==> src/rtl/seek_pkg.sv <==
package seek_pkg;

    // One-hot phase state: bit 0 = A, bit 1 = B, bit 2 = C
    typedef enum logic [2:0] {
        PH_A = 3'b001,
        PH_B = 3'b010,
        PH_C = 3'b100
    } phase_t;

    // Which line issued the pending step
    typedef enum logic [1:0] {
        SRC_LINE = 2'd0,
        SRC_IN   = 2'd1,
        SRC_OUT  = 2'd2
    } step_src_t;

    // Synchronised control bundle
    typedef struct packed {
        logic step;
        logic step_in;
        logic step_out;
        logic dir_out;
        logic unit_sel;
        logic trk0;
    } ctl_t;

    localparam int CTL_W = $bits(ctl_t);

    // Steering: next phase from current phase and direction
    function automatic phase_t phase_after(phase_t cur, logic outward);
        phase_t nxt;
        case (cur)
            PH_A:    nxt = outward ? PH_C : PH_B;
            PH_B:    nxt = outward ? PH_A : PH_C;
            PH_C:    nxt = outward ? PH_B : PH_A;
            default: nxt = PH_A;
        endcase
        return nxt;
    endfunction

    // Resolve direction of the pending step at update time
    function automatic logic resolve_outward(step_src_t src, logic dir_line);
        logic o;
        case (src)
            SRC_IN:  o = 1'b0;
            SRC_OUT: o = 1'b1;
            default: o = dir_line;
        endcase
        return o;
    endfunction

    // Source selection with fixed priority: in, out, plain step
    function automatic step_src_t pick_source(logic r_step, logic r_in, logic r_out);
        step_src_t s;
        if (r_in)       s = SRC_IN;
        else if (r_out) s = SRC_OUT;
        else            s = SRC_LINE;
        if (!r_step && !r_in && !r_out) s = SRC_LINE;
        return s;
    endfunction

endpackage

==> src/rtl/seek_sync.sv <==
module seek_sync #(
    parameter int WIDTH  = 6,
    parameter int STAGES = 2
) (
    input  logic             clk,
    input  logic             rst,
    input  logic [WIDTH-1:0] d,
    output logic [WIDTH-1:0] q
);
    logic [WIDTH-1:0] chain [STAGES];

    generate
        for (genvar s = 0; s < STAGES; s++) begin : g_stage
            if (s == 0) begin : g_first
                always_ff @(posedge clk) begin
                    if (rst) chain[s] <= '0;
                    else     chain[s] <= d;
                end
            end else begin : g_next
                always_ff @(posedge clk) begin
                    if (rst) chain[s] <= '0;
                    else     chain[s] <= chain[s-1];
                end
            end
        end
    endgenerate

    assign q = chain[STAGES-1];
endmodule

==> src/rtl/seek_step_front.sv <==
module seek_step_front
    import seek_pkg::*;
#(
    parameter int PULSE_CYCLES = 600
) (
    input  logic clk,
    input  logic rst,
    input  ctl_t ctl,
    output logic accept,
    output logic busy,
    output logic upd,
    output logic upd_out
);
    localparam int CW = $clog2(PULSE_CYCLES + 1);
    localparam logic [CW-1:0] LOAD = CW'(PULSE_CYCLES - 1);

    logic [2:0]  lines, prev, rise;
    logic [CW-1:0] cnt;
    step_src_t   src_q;
    logic        any_rise;

    assign lines    = {ctl.step, ctl.step_in, ctl.step_out};
    assign rise     = lines & ~prev;
    assign any_rise = |rise;
    assign accept   = any_rise && ctl.unit_sel && !busy;
    assign upd      = busy && (cnt == '0);
    assign upd_out  = resolve_outward(src_q, ctl.dir_out);

    always_ff @(posedge clk) begin
        if (rst) prev <= '0;
        else     prev <= lines;
    end

    always_ff @(posedge clk) begin
        if (rst) begin
            busy  <= 1'b0;
            cnt   <= '0;
            src_q <= SRC_LINE;
        end else if (accept) begin
            busy  <= 1'b1;
            cnt   <= LOAD;
            src_q <= pick_source(rise[2], rise[1], rise[0]);
        end else if (busy) begin
            if (cnt == '0) busy <= 1'b0;
            else           cnt  <= cnt - 1'b1;
        end
    end

    AST_UNSEL_NO_START: assert property (@(posedge clk) disable iff (rst)
        !ctl.unit_sel |=> !$rose(busy)) else $error("unselected start");
    AST_START_NEEDS_EDGE: assert property (@(posedge clk) disable iff (rst)
        !any_rise |=> !$rose(busy)) else $error("start without edge");
endmodule

==> src/rtl/seek_phase_reg.sv <==
module seek_phase_reg
    import seek_pkg::*;
(
    input  logic   clk,
    input  logic   rst,
    input  logic   upd,
    input  logic   upd_out,
    output phase_t phase
);
    always_ff @(posedge clk) begin
        if (rst)      phase <= PH_A;
        else if (upd) phase <= phase_after(phase, upd_out);
    end

    AST_PHASE_ONE_HOT: assert property (@(posedge clk) disable iff (rst)
        $countones(phase) == 1) else $error("phase not one-hot");
    AST_MOVE_ONLY_ON_UPD: assert property (@(posedge clk) disable iff (rst)
        !upd |=> $stable(phase)) else $error("phase moved without update");
endmodule

==> src/rtl/seek_hold_timer.sv <==
module seek_hold_timer #(
    parameter int HOLD_CYCLES = 3_000_000
) (
    input  logic clk,
    input  logic rst,
    input  logic kick,
    output logic full_power
);
    localparam int HW = $clog2(HOLD_CYCLES + 1);

    logic [HW-1:0] remain;

    always_ff @(posedge clk) begin
        if (rst)               remain <= '0;
        else if (kick)         remain <= HW'(HOLD_CYCLES);
        else if (remain != '0) remain <= remain - 1'b1;
    end

    assign full_power = (remain != '0);

    AST_KICK_POWERS: assert property (@(posedge clk) disable iff (rst)
        kick |=> full_power) else $error("kick without power");
endmodule

==> src/rtl/seek_phase_driver.sv <==
module seek_phase_driver
    import seek_pkg::*;
#(
    parameter int PULSE_CYCLES = 600,
    parameter int HOLD_CYCLES  = 3_000_000
) (
    input  logic clk,
    input  logic rst,
    input  logic step,
    input  logic dir_out,
    input  logic step_in,
    input  logic step_out,
    input  logic unit_sel,
    input  logic trk0_sense,
    output logic ph_a,
    output logic ph_b,
    output logic ph_c,
    output logic full_power,
    output logic track00
);
    ctl_t   raw, syn;
    logic   accept, busy, upd, upd_out;
    phase_t phase;

    assign raw = '{step: step, step_in: step_in, step_out: step_out,
                   dir_out: dir_out, unit_sel: unit_sel, trk0: trk0_sense};

    seek_sync #(.WIDTH(CTL_W), .STAGES(2)) u_sync (
        .clk(clk), .rst(rst), .d(raw), .q(syn)
    );

    seek_step_front #(.PULSE_CYCLES(PULSE_CYCLES)) u_front (
        .clk(clk), .rst(rst), .ctl(syn),
        .accept(accept), .busy(busy), .upd(upd), .upd_out(upd_out)
    );

    seek_phase_reg u_phase (
        .clk(clk), .rst(rst), .upd(upd), .upd_out(upd_out), .phase(phase)
    );

    seek_hold_timer #(.HOLD_CYCLES(HOLD_CYCLES)) u_hold (
        .clk(clk), .rst(rst), .kick(accept), .full_power(full_power)
    );

    assign ph_a    = phase[0];
    assign ph_b    = phase[1];
    assign ph_c    = phase[2];
    assign track00 = syn.trk0 && (phase == PH_A) && syn.unit_sel;

    AST_TRACK_QUALIFIED: assert property (@(posedge clk) disable iff (rst)
        track00 |-> (ph_a && !ph_b && !ph_c)) else $error("track00 off phase A");
    AST_UPD_UNDER_POWER: assert property (@(posedge clk) disable iff (rst)
        upd |-> full_power) else $error("update with power reduced");
    AST_BUSY_HOLDS_POWER: assert property (@(posedge clk) disable iff (rst)
        busy |-> full_power) else $error("one-shot running without power");
    AST_RESET_PHASE_A: assert property (@(posedge clk)
        $past(rst) |-> (ph_a && !full_power)) else $error("reset state");
endmodule

==> config.mk <==
export PLATFORM = sky130hd
export DESIGN_NAME = seek_phase_driver
export DESIGN_NICKNAME = d
export VERILOG_FILES = /design/src/rtl/seek_pkg.sv /design/src/rtl/seek_sync.sv /design/src/rtl/seek_step_front.sv /design/src/rtl/seek_phase_reg.sv /design/src/rtl/seek_hold_timer.sv /design/src/rtl/seek_phase_driver.sv
export SDC_FILE = /design/constraint.sdc
export NUM_CORES = 1
export LEC_CHECK = 0
export ABC_AREA = 0
export ABC_CLOCK_PERIOD_IN_PS = 2300
export CAP_MARGIN = 15
export CORE_ASPECT_RATIO = 0.5
export CORE_MARGIN = 5
export CORE_UTILIZATION = 35
export DETAILED_ROUTE_END_ITERATION = 8
export PLACE_DENSITY = 0.51
export SLEW_MARGIN = 5
export SYNTH_ARGS = -nofsm -noshare
export SYNTH_HDL_FRONTEND = slang
export SYNTH_SLANG_ARGS = --single-unit
==> constraint.sdc <==
create_clock -name clk -period 2.3 [get_ports clk]
set_clock_uncertainty 0.15 [all_clocks]
set_input_delay 0.345 -clock clk [delete_from_list [all_inputs] [get_ports clk]]
set_output_delay 0.345 -clock clk [all_outputs]
set_load 0.01 [all_outputs]
* Yosys cells after proc, flatten, opt, wreduce, memory -nomap -nowiden
Memory sizes are Yosys's and may differ from the RTL's.
Cells that the tools add are included.
** Storage, ports and cells
- Register bits :: 41
- Bits in writable memories :: 12
- Input port bits :: 8
- Output and inout port bits :: 5
- Logic and storage cells :: 62
- Memories :: 1
** Memory list
- u_sync.chain :: depth 2, width 6, read ports 2, clocked after Yosys merged registers in 0, wr ports 2, RTL line seek_sync.sv:10 : logic [WIDTH-1:0] chain [STAGES];
** Cells by class
- $add $sub $neg :: 2
- Eq/ne operators :: 6
- Mux-type cells :: 21
- Bitwise operators :: 5
- Reduce and logical (&&, ||, !) cells :: 19
** Operators by type and width (count)
- $mux 22 :: 2
- $mux 10 :: 3
- $reduce_bool 22->1 :: 1
- $sub 22x1->22 const B :: 1
- $mux 6 :: 2
- $logic_not 10->1 :: 1
- $sub 10x1->10 const B :: 1
- $pmux 3 s3 :: 1
- $mux 2 :: 4
- $logic_and 1x1->1 :: 7
- $mux 1 :: 6
- $mux 3 :: 2
- $logic_not 1->1 :: 4
- $reduce_and 2->1 :: 2
- $reduce_bool 2->1 :: 2
- $and 3x3->3 :: 1
- $eq 3x1->1 const B :: 1
- $eq 3x2->1 const B :: 1
- $eq 3x3->1 const B :: 1
- $not 3->3 :: 1
- $reduce_or 3->1 :: 1
- $eq 2x1->1 const B :: 1
- $eq 2x2->1 const B :: 1
- $ne 2x2->1 const B :: 1
- other kinds (4) :: 5

* Depth between registers and ports, before layout
Gate-level depths: netlist of run 1.
- Word-level depth :: 7
- Depth in mapped cells :: 8
- Mapped depth without buffers :: 7

* Modules after synthesis
From an unflattened synthesis of run 1, not the netlist that was laid out.
** Unflattened totals
- Cells, all modules :: 278
- Area, all modules :: 2536.2 um2
** Modules (own cells, without submodules)
- seek_hold_timer :: times used 1, cells an instance 149, area an instance 1207.4 um2, seq. area each 440.4 um2
- seek_step_front :: times used 1, cells an instance 83, area an instance 780.7 um2, seq. area each 320.3 um2
- seek_sync :: times used 1, cells an instance 25, area an instance 366.6 um2, seq. area each 240.2 um2
- seek_phase_reg :: times used 1, cells an instance 19, area an instance 168.9 um2, seq. area each 60.1 um2
- seek_phase_driver :: times used 1, cells an instance 2, area an instance 12.5 um2, seq. area each 0.0 um2

* Worst setup path before layout of run 1
No wires, ideal clock.
- Path type :: flip-flop to output port
- Start point :: reg u_hold.remain[16]
- End point :: out full_power
- Arrival time :: 1.665 ns
- Data required time :: 1.805 ns
- Setup slack :: 0.140 ns
- Cell stages (with the launch flop) :: 5
- Path buffers :: 1
- Cell sequence :: dfxtp_1 -> or4_4 -> or3_4 -> buf_6 -> or2_1
** Between the ends
- Word-level cells in the longest chain between the ends :: 1
** Ends and longest elaborated chain
- from (decl) :: RTL line seek_hold_timer.sv:11 : logic [HW-1:0] remain;
- from (signal assigned) :: RTL line seek_hold_timer.sv:15 : else if (kick) remain <= HW'(HOLD_CYCLES);
- from (signal assigned) :: RTL line seek_hold_timer.sv:16 : else if (remain != '0) remain <= remain - 1'b1;
- $reduce_bool 22->1 :: RTL line seek_hold_timer.sv:19 : assign full_power = (remain != '0);
- to (decl) :: RTL line seek_phase_driver.sv:18 : output logic full_power,
Every way passes these cells.

* Final worst setup path of run 1
Ends and elaborated chain as after synthesis.

==> results of run 1 <==
## layout by cell type, fill, tap and decap left out, types with 2 or more instances in the layout
master / count
inv_1: 11
ha_1: 4
a21oi_1: 20
dfxtp_1: 53
or4_1: 7
a31oi_1: 8
o211ai_2: 5
or2_1: 2
buf_4: 25
and3_1: 2
o41ai_1: 2
nor2_1: 25
nand2b_1: 2
nor4_1: 3
o31ai_1: 3
o21ai_0: 5
nor3_1: 9
xor2_1: 10
nor3b_1: 3
o2111ai_1: 2
o21ai_1: 3
nor2b_1: 21
or3_1: 5
o21ai_2: 2
clkbuf_16: 5
xnor2_1: 9
clkdlybuf4s50_1: 11
nand2_1: 9
nand3_1: 2
nor4_2: 2
## synthesized netlist by cell type (all sizes together)
cell      n  area share, %
nor4      5            1.8
or4       8            2.7
nor4b     1           0.37
nor3b     3           0.95
dfxtp    53             45
o2111ai   2           0.74
or3b      1           0.37
nand4b    1            1.0
o211ai    5            2.6
and3      2           0.53
or2       2           0.53
mux2i     1           0.42
buf       4            1.3
a31o      1           0.37
o31ai     4            1.3
o21ai    11            3.1
nand3b    1           0.32
mux2      1           0.47
nor2b    21            5.5
xnor2     9            3.3
xor2     10            3.7
a211oi    1           0.32
inv      11            1.7
nor2     25            3.9
nor3     10            2.3
nand4     1           0.26
o41ai     2           0.74
nand2     9            1.4
nand2b    3            1.1
a31oi     8            2.1
nand3     2           0.42
or3       6            1.8
clkbuf    7            1.1
a21oi    20            4.2
a22oi     1           0.32
ha        4            2.1
## kinds of logic after synthesis
kind of cell | Yosys count
simple gates | 101
flops | 53
fa+ha+maj | 4
mux | 2
buf+inv | 22
compound gates | 55
xor+xnor | 19
## what timing repair did
| item | CTS | global route |
|---|---|---|
| setup endpoints to repair | 1 | 1 |
| gates resized for setup | 4 | 1 |
| pin swaps | 1 | 0 |
| gates cloned | 0 | 0 |
## worst paths after layout
path,to,slack (ns),depth (start not counted),from
worst max register to register,u_hold.remain[9],0.12,6,u_hold.remain[16]
worst max-delay path,full_power,-0.04,4,u_hold.remain[16]
worst min-delay path,u_sync.chain[1][2],0.29,1,u_sync.chain[0][2]
worst min register to register,u_sync.chain[1][2],0.29,1,u_sync.chain[0][2]
## state kept, by name, indices dropped and copies added (netlist names)
name / cells
u_front.prev: 3
u_front.busy: 1
u_hold.remain: 22
u_sync.chain: 12
u_front.cnt: 10
u_phase.phase: 3
u_front.src_q: 2
## area by class of cell
| class | count | area [sq um] |
|---|---|---|
| flip-flops and latches | 53 | 1061 |
| multi-input cells | 181 | 1227 |
| clock inverters | 3 | 21.27 |
| inverters | 11 | 41.29 |
| fillers | 652 | 3754 |
| clock buffers | 5 | 125.1 |
| well taps | 92 | 115.1 |
| repair buffers | 37 | 302.8 |
## where the power goes
part           internal, mW  switching, mW
Sequential             1.10          0.133
Combinational         0.946           1.03
Clock                 0.406          0.343
## metal layers
layer / up-vias / global-route usage, % / wire length [um]
met5: - / 0 / 0
met4: 0 / 4.011 / 57
met3: 4 / 3.352 / 118
met2: 14 / 20.99 / 2051
met1: 857 / 14.24 / 2385
li1: 969 / - / -
## critical path: cells and delay by family, from the launching register on
kind / cells / cell delay [ns]
buf+inv: 1 / 0.15
flops: 1 / 0.32
simple gates: 3 / 1.10
## per-stage QoR
step / instances / setup TNS (ns)
final: 382 / -0.04467
after global routing: 382 / -0.09329
after CTS: 382 / -0.06063
after detailed placement: 374 / -0.1068
after global placement: 374 / -0.08877
after floorplan: 256 / 0
==> results.py, run 1 <==
metrics = {
    "run_status": {
        "status": "finished, violations left",
        "failed_checks": "setup timing",
    },
    "floorplan": {
        "initial_utilization_pct": 35.74,
        "fp.coreArea_sq_um": 6648,
        "ios": 13,
        "die_h_um": 68.26,
        "dieArea_sq_um": 8636,
        "die_w_um": 126.5,
        "rows": 21,
    },
    "placed_design": {
        "dp_hpwl_um": 3267,
        "dp_slack_ns": -0.1068,
        "io_buffers": 12,
        "routabilityCongestion": 0.7300,
        "placed_cell_area_sq_um": 2746,
    },
    "route": {
        "dr_total_vias": 1844,
        "drc": 0,
        "wl_per_cell_um": 12.08,
        "firstDrtPassIters": 4,
        "drt_iter0_drc": 67,
        "ant_nets": 0,
        "drt-total-wl_um": 4613,
        "vias_per_cell": 4.827,
    },
    "power": {
        "p_total_mw": 3.962,
        "power_density_nw_per_um2": 1369,
        "p_leak_nw": 1.119,
        "peakVddDrop_mv": 0.5234,
    },
    "hold_path": {
        "hp-class": "register to register",
    },
    "synth": {
        "synth_seq_cells": 53,
        "synth_xor_area_share_pct": 7.004,
        "synth_compound_area_share_pct": 15.80,
        "syn_area_sq_um": 2376,
        "yosysSeqAreaShare_pct": 44.66,
        "synth_nets": 268,
        "synth_top_family_by_area": "simple AND/OR/NAND/NOR gates",
        "synthSimpleGateAreaFrac_pct": 25.38,
        "syn_area_per_cell_sq_um": 9.281,
        "netlist_instances": 256,
        "muxShareOfSynthArea_pct": 0.8952,
        "ys_types": 46,
        "synth_adder_area_share_pct": 2.106,
        "ys_warn_count": 0,
    },
    "clocking": {
        "clock_sinks": 53,
        "cts_buffer_depth": 2,
        "cts-hold-fix-buffers": 0,
        "cts_tree": "done",
        "post_cts_buffers": 0,
        "insertion_delay_ns": 0.29,
        "cts_root_buf": "clkbuf_16",
        "cts_made_buffers": 5,
        "htree_levels": 2,
        "clk_pin_slew_worst_paths_ns": 0.07,
    },
    "worst_setup_path": {
        "worstSetupPathType": "register to primary output",
        "critical_path_required_ns": 1.80,
        "critPathMaxStageDelay_ns": 0.53,
        "start_kind": "register",
        "crit_chain": "or4_4 > or3_4 > or2_1 > buf_2",
        "critPathMaxFanout": 2,
        "critPathArrivalTime_ns": 1.85,
        "end_kind": "primary output",
        "crit_slowest_cell": "or4_4",
    },
    "global_routing": {
        "track_usage_pct": 11.89,
        "grt_overflow_total": 0,
        "grt_pass1_wl_um": 8266,
        "grt_max_degree": 39,
        "antenna_found_initial": 0,
        "grt_pass1_vias": 1877,
    },
    "sta": {
        "whs_ns": 0.2869,
        "min_period_ns": 2.345,
        "drv_slew": 0,
        "post-route-worst-setup-slack_ns": -0.04467,
        "fmax_ghz": 0.4265,
        "hold_viol": 0,
        "tightest_slew_ns": 0.4915,
        "rsz0062_at_grt": "true",
        "setup_violations": 1,
        "post-route-period-util_pct": 101.9,
        "slew-limit-headroom_pct": 67.24,
    },
    "job": {
        "maxCapViolations": 0,
    },
    "layout": {
        "num_antenna_cells": 0,
        "area_delta_synth_final_pct": 21.80,
        "drive_above_1_share_pct": 18.62,
        "utilization_pct": 43.53,
        "nets": 301,
        "stdcell_area_sq_um": 2894,
    },
}
(Power assumes the default switching activity.)
==> run 2, diff against run 1 <==
Settings changed: ABC_CLOCK_PERIOD_IN_PS 2300 to 2400, CORE_UTILIZATION 35 to 47, PLACE_DENSITY 0.51 to 0.65.
Clock period 2.3 ns to 2.4 ns, I/O delays scaled along.
==> results.py, run 2 (synthesis gave the netlist of run 1 again) <==
metrics = {
    "clocking": {
        "clock_sinks": 53,
        "cts_tree": "done",
        "cts_made_buffers": 5,
        "clk_pin_slew_worst_paths_ns": 0.10,
        "cts_root_buf": "clkbuf_8",
        "htree_levels": 2,
        "cts_buffer_depth": 2,
        "insertion_delay_ns": 0.31,
    },
    "route": {
        "drc": 0,
        "drt-total-wl_um": 4604,
        "wl_per_cell_um": 12.93,
        "drt_iter0_drc": 38,
        "dr_total_vias": 1885,
        "ant_nets": 0,
        "vias_per_cell": 5.295,
        "firstDrtPassIters": 4,
    },
    "placed_design": {
        "dp_hpwl_um": 3156,
        "io_buffers": 12,
        "dpl.cell_count": 346,
        "routabilityCongestion": 0.8183,
    },
    "floorplan": {
        "rows": 18,
        "die_w_um": 110.6,
        "fp.coreArea_sq_um": 4910,
        "dieArea_sq_um": 6663,
        "initial_utilization_pct": 48.39,
        "ios": 13,
        "die_h_um": 60.28,
    },
    "layout": {
        "fillers": 485,
        "largest_reg_flops": 22,
        "nets": 297,
        "drive_above_1_share_pct": 17.83,
        "largestRegisters": "u_hold.remain (22), u_sync.chain (12), u_front.cnt (10)",
        "area_delta_synth_final_pct": 18.11,
        "largest-register": "u_hold.remain",
        "layout_common_cells": "dfxtp_1 (52), nor2_1 (25), nor2b_1 (21), buf_4 (21), a21oi_1 (20)",
        "final_cells": 356,
        "num_antenna_cells": 0,
        "final_common_cell": "dfxtp_1",
    },
    "global_routing": {
        "antenna_found_initial": 0,
        "grt_overflow_total": 0,
        "grt_pass1_wl_um": 8038,
        "track_usage_pct": 14.92,
        "grt_max_degree": 21,
        "grt_pass1_vias": 1860,
    },
    "sta": {
        "drv_slew": 0,
        "tightest_slew_ns": 0.4678,
        "hold_viol": 0,
        "slew-limit-headroom_pct": 68.53,
        "tns_ns": 0,
        "setup_violations": 0,
        "min_period_ns": 2.389,
        "fmax_ghz": 0.4186,
        "rsz0062_at_grt": "true",
        "post-route-period-util_pct": 99.53,
    },
    "power": {
        "power_density_nw_per_um2": 1287,
        "p_leak_nw": 1.082,
        "peakVddDrop_mv": 0.4700,
        "p_total_mw": 3.613,
    },
    "worst_setup_path": {
        "critPathArrivalTime_ns": 1.88,
        "critPathMaxFanout": 2,
        "worstSetupPathType": "register to primary output",
        "critical_path_required_ns": 1.89,
        "r2r_cells": 6,
        "regToRegSetupSlack_ns": 0.21,
        "crit_start": "u_hold.remain[17]",
        "r2r_end": "u_hold.remain[9]",
        "end_kind": "primary output",
        "r2r-start": "u_hold.remain[17]",
        "start_kind": "register",
    },
    "hold_path": {
        "min_from": "u_sync.chain[0][5]",
        "hp-class": "register to register",
        "hold-path-endpoint": "u_sync.chain[1][5]",
        "hold_path_depth": 1,
    },
    "job": {
        "maxCapViolations": 0,
    },
    "run_status": {
        "status": "finished clean",
    },
}
## run 2: changes by cell type in the layout (fill, tap and decap cells not counted), sizes merged
| cell | delta |
|---|---|
| buf | -4 |
| bufinv | +1 |
| inv | -1 |
## run 2: cell type report
| class | instances | area [sq um] | area share [%] |
|---|---|---|---|
| Clock buffer | 5 | 68.82 | 2.452 |
| Timing Repair Buffer | 33 | 272.8 | 9.719 |
| Multi-Input combinational cell | 181 | 1227 | 43.74 |
| Clock inverter | 3 | 46.29 | 1.650 |
| Inverter | 11 | 41.29 | 1.471 |
| Tap cell | 70 | 87.58 | 3.121 |
| Sequential cell | 53 | 1062 | 37.85 |
## run 2: routing by layer
| layer | up-vias | global-route usage [%] | share of wire, % |
|---|---|---|---|
| met5 | - | 0 | 0 |
| met4 | 0 | 6.842 | 1.6 |
| li1 | 961 | - | - |
| met1 | 884 | 17.77 | 50 |
| met3 | 8 | 3.640 | 3.1 |
| met2 | 32 | 26.21 | 46 |
## run 2: through the flow
stage	setup slack [ns]	area, sq um	hold slack, ns	utilization [%]
final	0.01121	2806	0.2937	57.16
after global placement	-0.009003	2674	0.2680	54.46
after detailed placement	-0.03328	2674	0.2727	54.46
after CTS	-0.003416	2800	0.2970	57.03
after global routing	-0.04604	2806	0.3120	57.16
after floorplan	0.2255	2376	0.2638	-
## run 2: worst max path at each step
stage	cells after the start	slack [ns]	endpoint
detailed placement	4	-0.03	full_power
floorplan	4	0.23	full_power
finish	4	0.01	full_power
global route	4	-0.05	full_power
global placement	4	-0.009	full_power
CTS	4	-0.003	full_power
## run 2: where the power goes
| group | total [mW] | switching, mW | leakage [nW] | internal (mW) |
|---|---|---|---|---|
| Combinational | 1.79 | 0.960 | 0.594 | 0.833 |
| Clock | 0.609 | 0.297 | 0.0543 | 0.312 |
| Sequential | 1.21 | 0.155 | 0.434 | 1.06 |
| Total | 3.61 | 1.41 | 1.08 | 2.20 |
## run 2: what timing repair did
item | in CTS | in global routing
buffers inserted | 2 | 0
endpoints found under the setup margin | 1 | 1
pin swaps | 2 | 0
hold buffers | 0 | 0
hold endpoints to repair | 0 | 0
gates resized for setup | 5 | 1
## run 2: critical path, stage by stage (launching register included)
cell,delay [ns]
dfxtp_2,0.33
or4_4,0.53
or3_4,0.34
or2_1,0.22
buf_2,0.14
==> run 3, diff against run 2 <==
Settings changed: ABC_CLOCK_PERIOD_IN_PS 2400 to not set, CELL_PAD_IN_SITES_DETAIL_PLACEMENT set to 0, CELL_PAD_IN_SITES_GLOBAL_PLACEMENT set to 1, CORE_UTILIZATION 47 to 45, PLACE_DENSITY 0.65 to 0.77.
==> results.py, run 3 (synthesis gave the netlist of run 1 again) <==
metrics = {
    "clocking": {
        "clk_pin_slew_worst_paths_ns": 0.10,
        "clock_sinks": 53,
        "insertion_delay_ns": 0.32,
        "htree_levels": 2,
        "cts-hold-fix-buffers": 0,
        "cts_buffer_depth": 2,
        "cts_root_buf": "clkbuf_8",
        "cts_made_buffers": 5,
        "cts_tree": "done",
    },
    "sta": {
        "setup_violations": 1,
        "tightest_slew_ns": 0.4616,
        "hold_viol": 0,
        "post-route-worst-setup-slack_ns": -0.01911,
        "slew-limit-headroom_pct": 68.94,
        "whs_ns": 0.2961,
        "drv_slew": 0,
        "rsz0062_at_grt": "true",
        "post-route-period-util_pct": 100.8,
        "fmax_ghz": 0.4134,
        "min_period_ns": 2.419,
    },
    "global_routing": {
        "track_usage_pct": 14.94,
        "grt_overflow_total": 0,
        "grt_max_degree": 39,
        "grt_pass1_wl_um": 8135,
        "grt_pass1_vias": 1847,
        "antenna_found_initial": 0,
    },
    "floorplan": {
        "die_w_um": 112.8,
        "fp.coreArea_sq_um": 5022,
        "die_h_um": 61.38,
        "initial_utilization_pct": 47.31,
        "dieArea_sq_um": 6921,
        "rows": 18,
        "ios": 13,
    },
    "placed_design": {
        "dp_hpwl_um": 3185,
        "placed_cell_area_sq_um": 2659,
        "routabilityCongestion": 0.7627,
        "io_buffers": 12,
    },
    "layout": {
        "largestRegisters": "u_hold.remain (22), u_sync.chain (12), u_front.cnt (10)",
        "nets": 294,
        "largest_reg_flops": 22,
        "largest-register": "u_hold.remain",
        "drive_above_1_share_pct": 16.96,
        "stdcell_area_sq_um": 2785,
        "fillers": 468,
        "area_delta_synth_final_pct": 17.22,
        "final_common_cell": "dfxtp_1",
        "layout_common_cells": "dfxtp_1 (52), nor2_1 (25), nor2b_1 (21)",
        "num_antenna_cells": 0,
    },
    "hold_path": {
        "hp-class": "register to register",
        "hold-path-endpoint": "u_sync.chain[1][2]",
        "hold_path_depth": 1,
        "min_from": "u_sync.chain[0][2]",
    },
    "route": {
        "drc": 0,
        "vias_per_cell": 5.210,
        "firstDrtPassIters": 4,
        "drt-total-wl_um": 4542,
        "wl_per_cell_um": 12.87,
        "dr_total_vias": 1839,
        "drt_iter0_drc": 77,
        "ant_nets": 0,
    },
    "worst_setup_path": {
        "crit_chain": "or4_4 > or3_4 > or2_1 > buf_2",
        "worstSetupPathType": "register to primary output",
        "worst-path-buf-inv": 1,
        "critical_path_required_ns": 1.89,
        "end_kind": "primary output",
        "crit_slowest_cell": "or4_4",
        "cp_top_family": "simple AND/OR/NAND/NOR gates",
        "regToRegSetupSlack_ns": 0.20,
        "r2r_end": "u_hold.remain[9]",
        "start_kind": "register",
        "critPathMaxFanout": 2,
        "r2r-start": "u_hold.remain[17]",
        "critPathMaxStageDelay_ns": 0.53,
        "r2r_cells": 6,
        "critPathArrivalTime_ns": 1.91,
    },
    "power": {
        "peakVddDrop_mv": 0.6479,
        "power_density_nw_per_um2": 1300,
        "p_leak_nw": 1.073,
    },
    "run_status": {
        "failed_checks": "setup timing",
        "status": "finished, violations left",
    },
    "job": {
        "maxCapViolations": 0,
    },
}
[run 3: what timing repair did]
| action | in CTS | in global routing |
|---|---|---|
| setup buffers | 1 | 0 |
| setup endpoints to repair | 1 | 1 |
| gates resized for setup | 5 | 1 |
| pin swaps | 2 | 0 |
[run 3: area by class of cell]
| type | instances | area, sq um | area share (%) |
|---|---|---|---|
| Timing Repair Buffer | 30 | 250.2 | 8.985 |
| Tap cell | 70 | 87.58 | 3.145 |
| Clock inverter | 3 | 47.55 | 1.707 |
| Multi-Input combinational cell | 181 | 1227 | 44.07 |
| Inverter | 11 | 41.29 | 1.482 |
| Sequential cell | 53 | 1062 | 38.14 |
| Clock buffer | 5 | 68.82 | 2.471 |
[run 3: worst reg2reg max path: cells and delay by family, from the launching register on]
family,cells,cell delay (ns)
simple gates,2,0.87
compound gates,2,0.37
flops,1,0.34
buf+inv,1,0.20
xor+xnor,1,0.16
[run 3: per-stage QoR]
step | TNS [ns] | instances | total power, mW | utilization [%] | setup WS (ns)
2_1_floorplan | 0 | 256 | 2.519 | - | 0.2255
3_3_place_gp | -0.03121 | 344 | 2.927 | 52.94 | -0.03121
3_5_place_dp | -0.04213 | 344 | 2.972 | 52.94 | -0.04213
4_1_cts | -0.03473 | 353 | 3.649 | 55.33 | -0.03473
5_1_grt | -0.07761 | 353 | 3.903 | 55.46 | -0.07761
6_report | -0.01911 | 353 | 3.621 | 55.46 | -0.01911
[run 3: where the power goes]
group | switching [mW] | internal, mW | leakage [nW]
registers | 0.154 | 1.06 | 0.434
logic | 0.956 | 0.822 | 0.580
clock network | 0.315 | 0.318 | 0.0591
[run 3: how the worst max path moves through the flow]
stage                       from          to  slack [ns]  cells past startpoint
6_report       u_hold.remain[17]  full_power       -0.02                      4
5_1_grt        u_hold.remain[17]  full_power       -0.08                      4
4_1_cts        u_hold.remain[17]  full_power       -0.03                      4
3_5_place_dp   u_hold.remain[16]  full_power       -0.04                      4
3_3_place_gp   u_hold.remain[16]  full_power       -0.03                      4
2_1_floorplan  u_hold.remain[16]  full_power        0.23                      4
[run 3: metal layers]
metal | up-vias | global-route usage [%] | part of all wire [%]
li1 | 957 | - | -
met1 | 858 | 17.53 | 50
met2 | 18 | 26.52 | 46
met3 | 6 | 4.220 | 2.7
met4 | 0 | 6.507 | 1.3
met5 | - | 0 | 0
